### src/rtl/demod_ctrl_pkg.sv
package demod_ctrl_pkg;
  typedef enum logic [1:0] {
    ST_ACQ  = 2'd0,
    ST_DIFF = 2'd1,
    ST_COH  = 2'd2,
    ST_SFD  = 2'd3
  } dstate_e;
endpackage

### src/rtl/demod_ctrl_fsm.sv
module demod_ctrl_fsm
  import demod_ctrl_pkg::*;
#(
  parameter int TW = 8
) (
  input  logic          clk_i,
  input  logic          rst_ni,
  input  logic          sym_stb_i,
  input  logic          lock_i,
  input  logic          sfd_found_i,
  input  logic [TW-1:0] timeout_i,
  output dstate_e       state_o,
  output logic          acq_rst_o
);
  localparam logic [TW-1:0] CNT_MAX = '1;

  dstate_e       state_q, state_d;
  logic [TW-1:0] cnt_q;
  logic          searching, expire;

  assign searching = (state_q == ST_DIFF) || (state_q == ST_COH);
  assign expire    = sym_stb_i && (timeout_i != '0) &&
                     (cnt_q == timeout_i - TW'(1));

  always_comb begin
    state_d = state_q;
    unique case (state_q)
      ST_ACQ:  if (sym_stb_i) state_d = ST_DIFF;
      ST_DIFF: begin
        if (sfd_found_i)  state_d = ST_SFD;
        else if (expire)  state_d = ST_ACQ;
        else if (lock_i)  state_d = ST_COH;
      end
      ST_COH: begin
        if (sfd_found_i)  state_d = ST_SFD;
        else if (expire)  state_d = ST_ACQ;
        else if (!lock_i) state_d = ST_DIFF;
      end
      ST_SFD:  if (!sfd_found_i) state_d = ST_ACQ;
      default: state_d = ST_ACQ;
    endcase
  end

  always_ff @(posedge clk_i or negedge rst_ni) begin
    if (!rst_ni) begin
      state_q   <= ST_ACQ;
      cnt_q     <= '0;
      acq_rst_o <= 1'b0;
    end else begin
      state_q   <= state_d;
      acq_rst_o <= searching && !sfd_found_i && expire;
      if (!searching)          cnt_q <= '0;
      else if (sym_stb_i) begin
        if (expire)            cnt_q <= '0;
        else if (cnt_q != CNT_MAX) cnt_q <= cnt_q + TW'(1);
      end
    end
  end

  assign state_o = state_q;
endmodule

### src/rtl/demod_ctrl_avg.sv
module demod_ctrl_avg #(
  parameter int PW     = 8,
  parameter int WIN_LG = 4
) (
  input  logic                 clk_i,
  input  logic                 rst_ni,
  input  logic                 sym_stb_i,
  input  logic signed [PW-1:0] phase_err_i,
  output logic signed [PW-1:0] freq_est_o,
  output logic [2*PW-1:0]      quality_o
);
  localparam int WIN = 1 << WIN_LG;
  localparam int SW  = PW + WIN_LG;
  localparam int QW  = 2 * PW + WIN_LG;

  logic signed [PW-1:0]   hist_q [WIN];
  logic signed [SW-1:0]   sum_q;
  logic [QW-1:0]          sq_q;
  logic signed [2*PW-1:0] sq_new, sq_old, mean_sq;
  logic signed [PW-1:0]   oldest, mean;
  logic [2*PW-1:0]        msq;

  assign oldest  = hist_q[WIN-1];
  assign sq_new  = (2*PW)'(phase_err_i) * (2*PW)'(phase_err_i);
  assign sq_old  = (2*PW)'(oldest) * (2*PW)'(oldest);

  always_ff @(posedge clk_i or negedge rst_ni) begin
    if (!rst_ni) begin
      for (int i = 0; i < WIN; i++) hist_q[i] <= '0;
      sum_q <= '0;
      sq_q  <= '0;
    end else if (sym_stb_i) begin
      hist_q[0] <= phase_err_i;
      for (int i = 1; i < WIN; i++) hist_q[i] <= hist_q[i-1];
      sum_q <= sum_q + SW'(phase_err_i) - SW'(oldest);
      sq_q  <= sq_q + QW'($unsigned(sq_new)) - QW'($unsigned(sq_old));
    end
  end

  // slicing off the low bits is a floor divide by the window length
  assign mean    = sum_q[SW-1:WIN_LG];
  assign msq     = sq_q[QW-1:WIN_LG];
  assign mean_sq = (2*PW)'(mean) * (2*PW)'(mean);

  assign freq_est_o = mean;
  assign quality_o  = (msq < $unsigned(mean_sq)) ? '0 : msq - $unsigned(mean_sq);
endmodule

### src/rtl/demod_ctrl_dpsk.sv
module demod_ctrl_dpsk #(
  parameter int PW = 8
) (
  input  logic          clk_i,
  input  logic          rst_ni,
  input  logic          sym_stb_i,
  input  logic          coherent_i,
  input  logic [PW-1:0] phase_i,
  output logic [PW-1:0] demod_o
);
  logic [PW-1:0] phase_d;

  always_ff @(posedge clk_i or negedge rst_ni) begin
    if (!rst_ni) begin
      phase_d <= '0;
      demod_o <= '0;
    end else if (sym_stb_i) begin
      phase_d <= phase_i;
      demod_o <= coherent_i ? phase_i : phase_i - phase_d;
    end
  end
endmodule

### src/rtl/demod_ctrl.sv
module demod_ctrl
  import demod_ctrl_pkg::*;
#(
  parameter int PW = 8,
  parameter int TW = 8
) (
  input  logic                 clk_i,
  input  logic                 rst_ni,
  input  logic                 sym_stb_i,
  input  logic signed [PW-1:0] phase_err_i,
  input  logic [PW-1:0]        phase_i,
  input  logic                 lock_i,
  input  logic                 sfd_found_i,
  input  logic [TW-1:0]        timeout_i,
  output logic [1:0]           mode_o,
  output logic [PW-1:0]        demod_o,
  output logic signed [PW-1:0] freq_est_o,
  output logic [2*PW-1:0]      quality_o,
  output logic                 acq_rst_o
);
  dstate_e state;
  logic    coherent;

  demod_ctrl_fsm #(.TW(TW)) u_fsm (
    .clk_i       (clk_i),
    .rst_ni      (rst_ni),
    .sym_stb_i   (sym_stb_i),
    .lock_i      (lock_i),
    .sfd_found_i (sfd_found_i),
    .timeout_i   (timeout_i),
    .state_o     (state),
    .acq_rst_o   (acq_rst_o)
  );

  assign coherent = (state == ST_COH) || ((state == ST_SFD) && lock_i);

  demod_ctrl_dpsk #(.PW(PW)) u_dpsk (
    .clk_i      (clk_i),
    .rst_ni     (rst_ni),
    .sym_stb_i  (sym_stb_i),
    .coherent_i (coherent),
    .phase_i    (phase_i),
    .demod_o    (demod_o)
  );

  demod_ctrl_avg #(.PW(PW), .WIN_LG(4)) u_avg (
    .clk_i       (clk_i),
    .rst_ni      (rst_ni),
    .sym_stb_i   (sym_stb_i),
    .phase_err_i (phase_err_i),
    .freq_est_o  (freq_est_o),
    .quality_o   (quality_o)
  );

  assign mode_o = state;
endmodule

### config.mk
export PLATFORM = sky130hd
export DESIGN_NAME = demod_ctrl
export DESIGN_NICKNAME = d
export VERILOG_FILES = /design/src/rtl/demod_ctrl_pkg.sv /design/src/rtl/demod_ctrl_fsm.sv /design/src/rtl/demod_ctrl_avg.sv /design/src/rtl/demod_ctrl_dpsk.sv /design/src/rtl/demod_ctrl.sv
export SDC_FILE = /design/constraint.sdc
export NUM_CORES = 1
export LEC_CHECK = 0
export ABC_AREA = 1
export BUFFER_PORTS_ARGS = -buffer_cell sky130_fd_sc_hd__buf_2
export CORE_MARGIN = 3
export CORE_UTILIZATION = 64
export DETAILED_ROUTE_END_ITERATION = 10
export GPL_TIMING_DRIVEN = 0
export PLACE_DENSITY = 0.8
export SETUP_SLACK_MARGIN = 0.3
export SLEW_MARGIN = 20
export SYNTH_ARGS = -nofsm -noshare
export SYNTH_HDL_FRONTEND = slang
export SYNTH_SLANG_ARGS = --single-unit
### constraint.sdc
create_clock -name clk_i -period 7.1 [get_ports clk_i]
set_input_delay 0.355 -clock clk_i [delete_from_list [all_inputs] [get_ports clk_i]]
set_output_delay 0.355 -clock clk_i [all_outputs]
set_load 0.005 [all_outputs]
* Yosys cells after proc, flatten, opt, wreduce, memory -nomap -nowiden
Cells that the tools add are included.
Cells by class: add/subtract/negate cells 8, multipliers 3, div/mod/pow operators 0, order comparisons 1, equality and inequality tests 11, shift operators 0, multiplexer cells 15, bitwise logic cells 0, reduce and logical (&&, ||, !) cells 12
Operator list (count):
- multiplier 8 x 8 -> 16 bit | 3
- two-way mux 8 bit | 5
- adder 20 x 16 -> 20 bit | 1
- subtractor 20 x 16 -> 20 bit | 1
- less-than comparator 16 bit | 1
- two-way mux 16 bit | 1
- two-way mux 2 bit | 8
- subtractor 16 bit | 1
- adder 12 x 8 -> 12 bit | 1
- subtractor 12 x 8 -> 12 bit | 1
- adder 8 x 1 -> 8 bit, second input constant | 1
- == test 8 bit | 1
- != test 4 x 3 -> 1 bit, second input constant | 2
- != test 8 bit, second input constant | 1
- case mux 2 bit (4 select lines) | 1
- nonzero test 8 bit | 1
- subtractor 8 x 1 -> 8 bit, second input constant | 1
- subtractor 8 bit | 1
- != test 2 bit, second input constant | 3
- logical AND 1 bit | 5
- == test 2 bit, second input constant | 2
- AND reduction 4 bit | 1
- != test 3 bit, second input constant | 1
- == test 2 x 1 -> 1 bit, second input constant | 1
- 4 further kinds | 5
Storage, ports and cells: bits in registers 187, bits in latches 0, memory bits (writable) 0, memory bits (read-only) 0, input port bits 29, output and inout port bits 35, logic and storage cells 73, memories kept 0

* Logic depth before layout (Yosys ltp)
depth after elaboration 6, depth in mapped cells 37, depth with buffers taken out 36

* Modules after synthesis
A second synthesis with hierarchy kept.
Unflattened totals: cells, all modules 2321, area total of the unflattened synthesis 17722.0 µm²
By module, submodules not included:
- demod_ctrl_avg | instances 1, cells each 1987, area each 15497.4 µm², seq. area each 4003.8 µm²
- demod_ctrl_fsm | instances 1, cells each 195, area each 1214.9 µm², seq. area each 275.3 µm²
- demod_ctrl_dpsk | instances 1, cells each 135, area each 993.5 µm², seq. area each 400.4 µm²
- demod_ctrl | instances 1, cells each 4, area each 16.3 µm², seq. area each 0.0 µm²

* Least setup slack after synthesis
OpenSTA, ideal clock, no wires.
kind register to register, from reg u_avg.hist_q, in the netlist u_avg.oldest[7], to reg u_avg.sq_q[13], library setup time 129 ps, data arrival time 5722 ps, data required time 6971 ps, setup slack 1249 ps, cell stages (with the launch flop) 30, buffers on the path 1, clock period less this slack 5851 ps, path through dfrtp_1 clkbuf_1 nand2_1 xor2_1 ha_1 fa_1 fa_1 inv_1 fa_1 inv_1 ha_1 a21oi_1 nand2_1 nand2_1 nand2_1 nand2_1 nand2_1 a21oi_1 xor2_1 inv_1 fa_1 inv_1 ha_1 a21oi_1 o21ai_0 a21oi_1 nand2_1 or2_1 nand3_1 o21ai_1
On the way: longest elaborated chain between the ends 2
RTL lines:
- start: declaration | line demod_ctrl_avg.sv:16 | logic signed [PW-1:0] hist_q [WIN];
- multiplier 8 x 8 -> 16 bit | line demod_ctrl_avg.sv:25 | assign sq_old = (2*PW)'(oldest) * (2*PW)'(oldest);
- subtractor 20 x 16 -> 20 bit | line demod_ctrl_avg.sv:36 | sq_q <= sq_q + QW'($unsigned(sq_new)) - QW'($unsigned(sq_old));
- end signal: assignment | line demod_ctrl_avg.sv:36
- end: declaration | line demod_ctrl_avg.sv:18 | logic [QW-1:0] sq_q;
Every way passes these cells. A chain may end at the register's enable or synchronous reset.

* Worst setup path after layout
from reg u_avg.sum_q[7], to out quality_o[9]
On the way: longest elaborated chain between the ends 3, elaborated cells between the ends (all ways) 4, those cells by class add/sub (1); mul (1); order compare (1); mux (1)
RTL lines:
- start: declaration | line demod_ctrl_avg.sv:17 | logic signed [SW-1:0] sum_q;
- start signal: assignment | line demod_ctrl_avg.sv:35 | sum_q <= sum_q + SW'(phase_err_i) - SW'(oldest);
- multiplier 8 x 8 -> 16 bit * | line demod_ctrl_avg.sv:43 | assign mean_sq = (2*PW)'(mean) * (2*PW)'(mean);
- subtractor 16 bit / less-than comparator 16 bit (equally long branches) | line demod_ctrl_avg.sv:46 | assign quality_o = (msq < $unsigned(mean_sq)) ? '0 : msq - $unsigned(mean_sq);
- two-way mux 16 bit * | line demod_ctrl_avg.sv:46
- end: declaration | line demod_ctrl.sv:18 | output logic [2*PW-1:0] quality_o,
Every way passes the cells marked *; elsewhere a longest branch is shown, timed or not.

==> metrics <==
clk buf depth 2; Post-DP Area 18500 um2; CP max FO 10; pin count of the biggest net entering global routing 78; htree depth 4; Reg clk slew, reported paths 80 ps; RSZ-0062 raised after global routing no; WP data arrival 6080 ps; Root Buffer clkbuf_16; Post-synth ARST share 1.00; number of remaining DRC errors 0; synth cell count leaders nand2_1 (604), inv_1 (490), dfrtp_1 (187); TritonCTS sink count about 190; vias in the first global route 14800; TritonRoute pass-1 iters 8; area share of the largest cell type after synthesis 0.264; Routed Antenna Nets 0; Final setup viols 0; WL per Instance roughly 15 um; Area Overhead vs Synth 8.51%; post-synthesis register bit count 187; TritonCTS Buffers 17; setup_tns 0 ps; Slew headroom 0.552; max capacitance violation total 0; NumNets Final around 2700; Die W about 170 um; class of the worst hold path in -> reg; syn_area_per_cell slightly below 8 um2; via count 14600; sequential area share after synthesis 0.264; first-pass GRT wire length 70.0 mm; Final Skew around 13 ps; DP HPWL roughly 33 mm; I/O Buffers about 60; cell area after synthesis ~18000 um2; Ant. Diodes 0; vias per cell 5.33; Mapped Cells between 2000 and 2500; final hold vios 0; Overall Global Routing Usage 0.293; r2r setup slk 720 ps; fmax 0.155 GHz; GP Congestion between 0.9 and 1; core area about 27000 um2; fillers 2123; Die Y 172 um; CTS tree yes; Net Count, Synth about 2600; Worst Path Required a little under 7000 ps; initial antenna violation count 0; max-slew violation count 0; Yosys Warn Count 0; Synth area leaders dfrtp_1 (26%), fa_1 (18%), nand2_1 (13%); Worst Setup End Kind primary output; Starting Density 0.655; share of layout cells above drive strength 1 0.0734; leading area contributor after synthesis dfrtp_1; post-route cell area around 19000 um2; number of enable flip-flop cells after synthesis 0; initial DRC count about 940; Final Critical Period 6430 ps; Die ar. slightly below 30000 um2; fin crit share 0.906; slew at the pin with the worst max-slew slack roughly 670 ps; Worst Setup Path Type reg -> out; I/O pin count 64; CP Launch Type flop; Distinct cells, synth between 40 and 50; final WL 41.4 mm; later-pin clock latency in the skew report approximately 440 ps; Final Util 0.710; grt total ovfl 0; outcome complete, no violations; Main synth FF type dfrtp_1; row cnt 60; cell with the most instances after synthesis nand2_1
==> registers in the layout, indices dropped and copies added (netlist names) <==
register / flops
u_avg.hist_q: 120
u_avg.oldest: 8
u_avg.sq_q: 20
u_avg.sum_q: 12
u_dpsk.demod_o: 8
u_dpsk.phase_d: 8
u_fsm.acq_rst_o: 1
u_fsm.cnt_q: 8
u_fsm.state_o: 2
==> metal layers <==
layer	vias to the layer above	track usage	wire (um)
met5	-	0	0
li1	7165	-	-
met3	59	0.0352	1790
met4	0	0.0830	892
met1	6985	0.381	17900
met2	378	0.520	20900
==> placed cells by master (no fill, tap or decap), types with 14 or more instances in the layout <==
master     instances
buf_2             75
fa_1             154
nand2_1          604
clkbuf_1          36
nor2_1            94
dfrtp_1          185
xor2_1            53
a21oi_1           72
inv_1            490
clkbuf_2          14
clkbuf_16         17
ha_1             143
o21ai_1           21
xnor2_1           38
o21ai_0          171
nand3_1           77
==> worst paths after layout <==
kind,start,endpoint,cells past startpoint
setup reg to reg,u_avg.oldest[4],u_avg.sq_q[13],30
hold / removal,phase_i[5],u_dpsk.phase_d[5],3
hold reg to reg,u_dpsk.demod_o[6],u_dpsk.demod_o[6],2
min in group asynchronous,rst_ni,u_fsm.state_o[1],2
max in group asynchronous,rst_ni,u_avg.oldest[7],4
setup / recovery,u_avg.sum_q[7],quality_o[9],24
==> final cells by class <==
class	count	area (um2)	share of cell area
multi-input cells	1532	10800	0.563
flip-flops and latches	187	4680	0.244
inverters	499	1870	0.0976
well taps	341	427	0.0222
clock buffers	17	425	0.0222
repair buffers	65	388	0.0202
plain buffers	82	382	0.0199
clock inverters	15	218	0.0113
==> per-stage QoR <==
stage	std cells	setup WS, ps	hold WS (ps)
after floorplan	2300	1250	59.4
after global placement	2702	530	458
after detailed placement	2704	488	299
after CTS	2737	424	167
after global routing	2738	278	190
final	2738	666	177
==> critical path, stage by stage (launching register included) <==
cell,delay [ps]
dfrtp_1,370
clkbuf_1,460
nand2_1,90
inv_1,150
fa_2,540
inv_1,100
fa_1,440
fa_1,530
fa_1,550
inv_1,40
ha_1,340
nand2_1,100
nor2_1,50
nand3_1,80
o2111ai_1,120
xnor2_1,360
ha_1,350
a21oi_1,170
o21ai_0,100
a21oi_1,160
nand2_2,120
inv_2,80
buf_4,160
nor2_1,60
buf_2,120
==> kinds of logic (layout without fill, tap and decap cells) <==
logic type | after synthesis | count (layout) | share of synthesized area
xor+xnor | 93 | 93 | 0.0460
simple gates | 827 | 827 | 0.189
flops | 187 | 187 | 0.264
fa+ha+maj | 300 | 300 | 0.279
compound gates | 312 | 312 | 0.0950
buf+inv | 581 | 678 | 0.126
==> what timing repair did <==
item                                    4_1_cts  5_1_grt
setup buffers                                 0        1
hold endpoints to repair                     57        0
hold buffers                                  1        0
endpoints found under the setup margin        0       21
gates resized for setup                       0       37
Power is left out: the tool's default activity adds up to more than one toggle a clock period on the data nets, which glitch-free logic cannot reach.
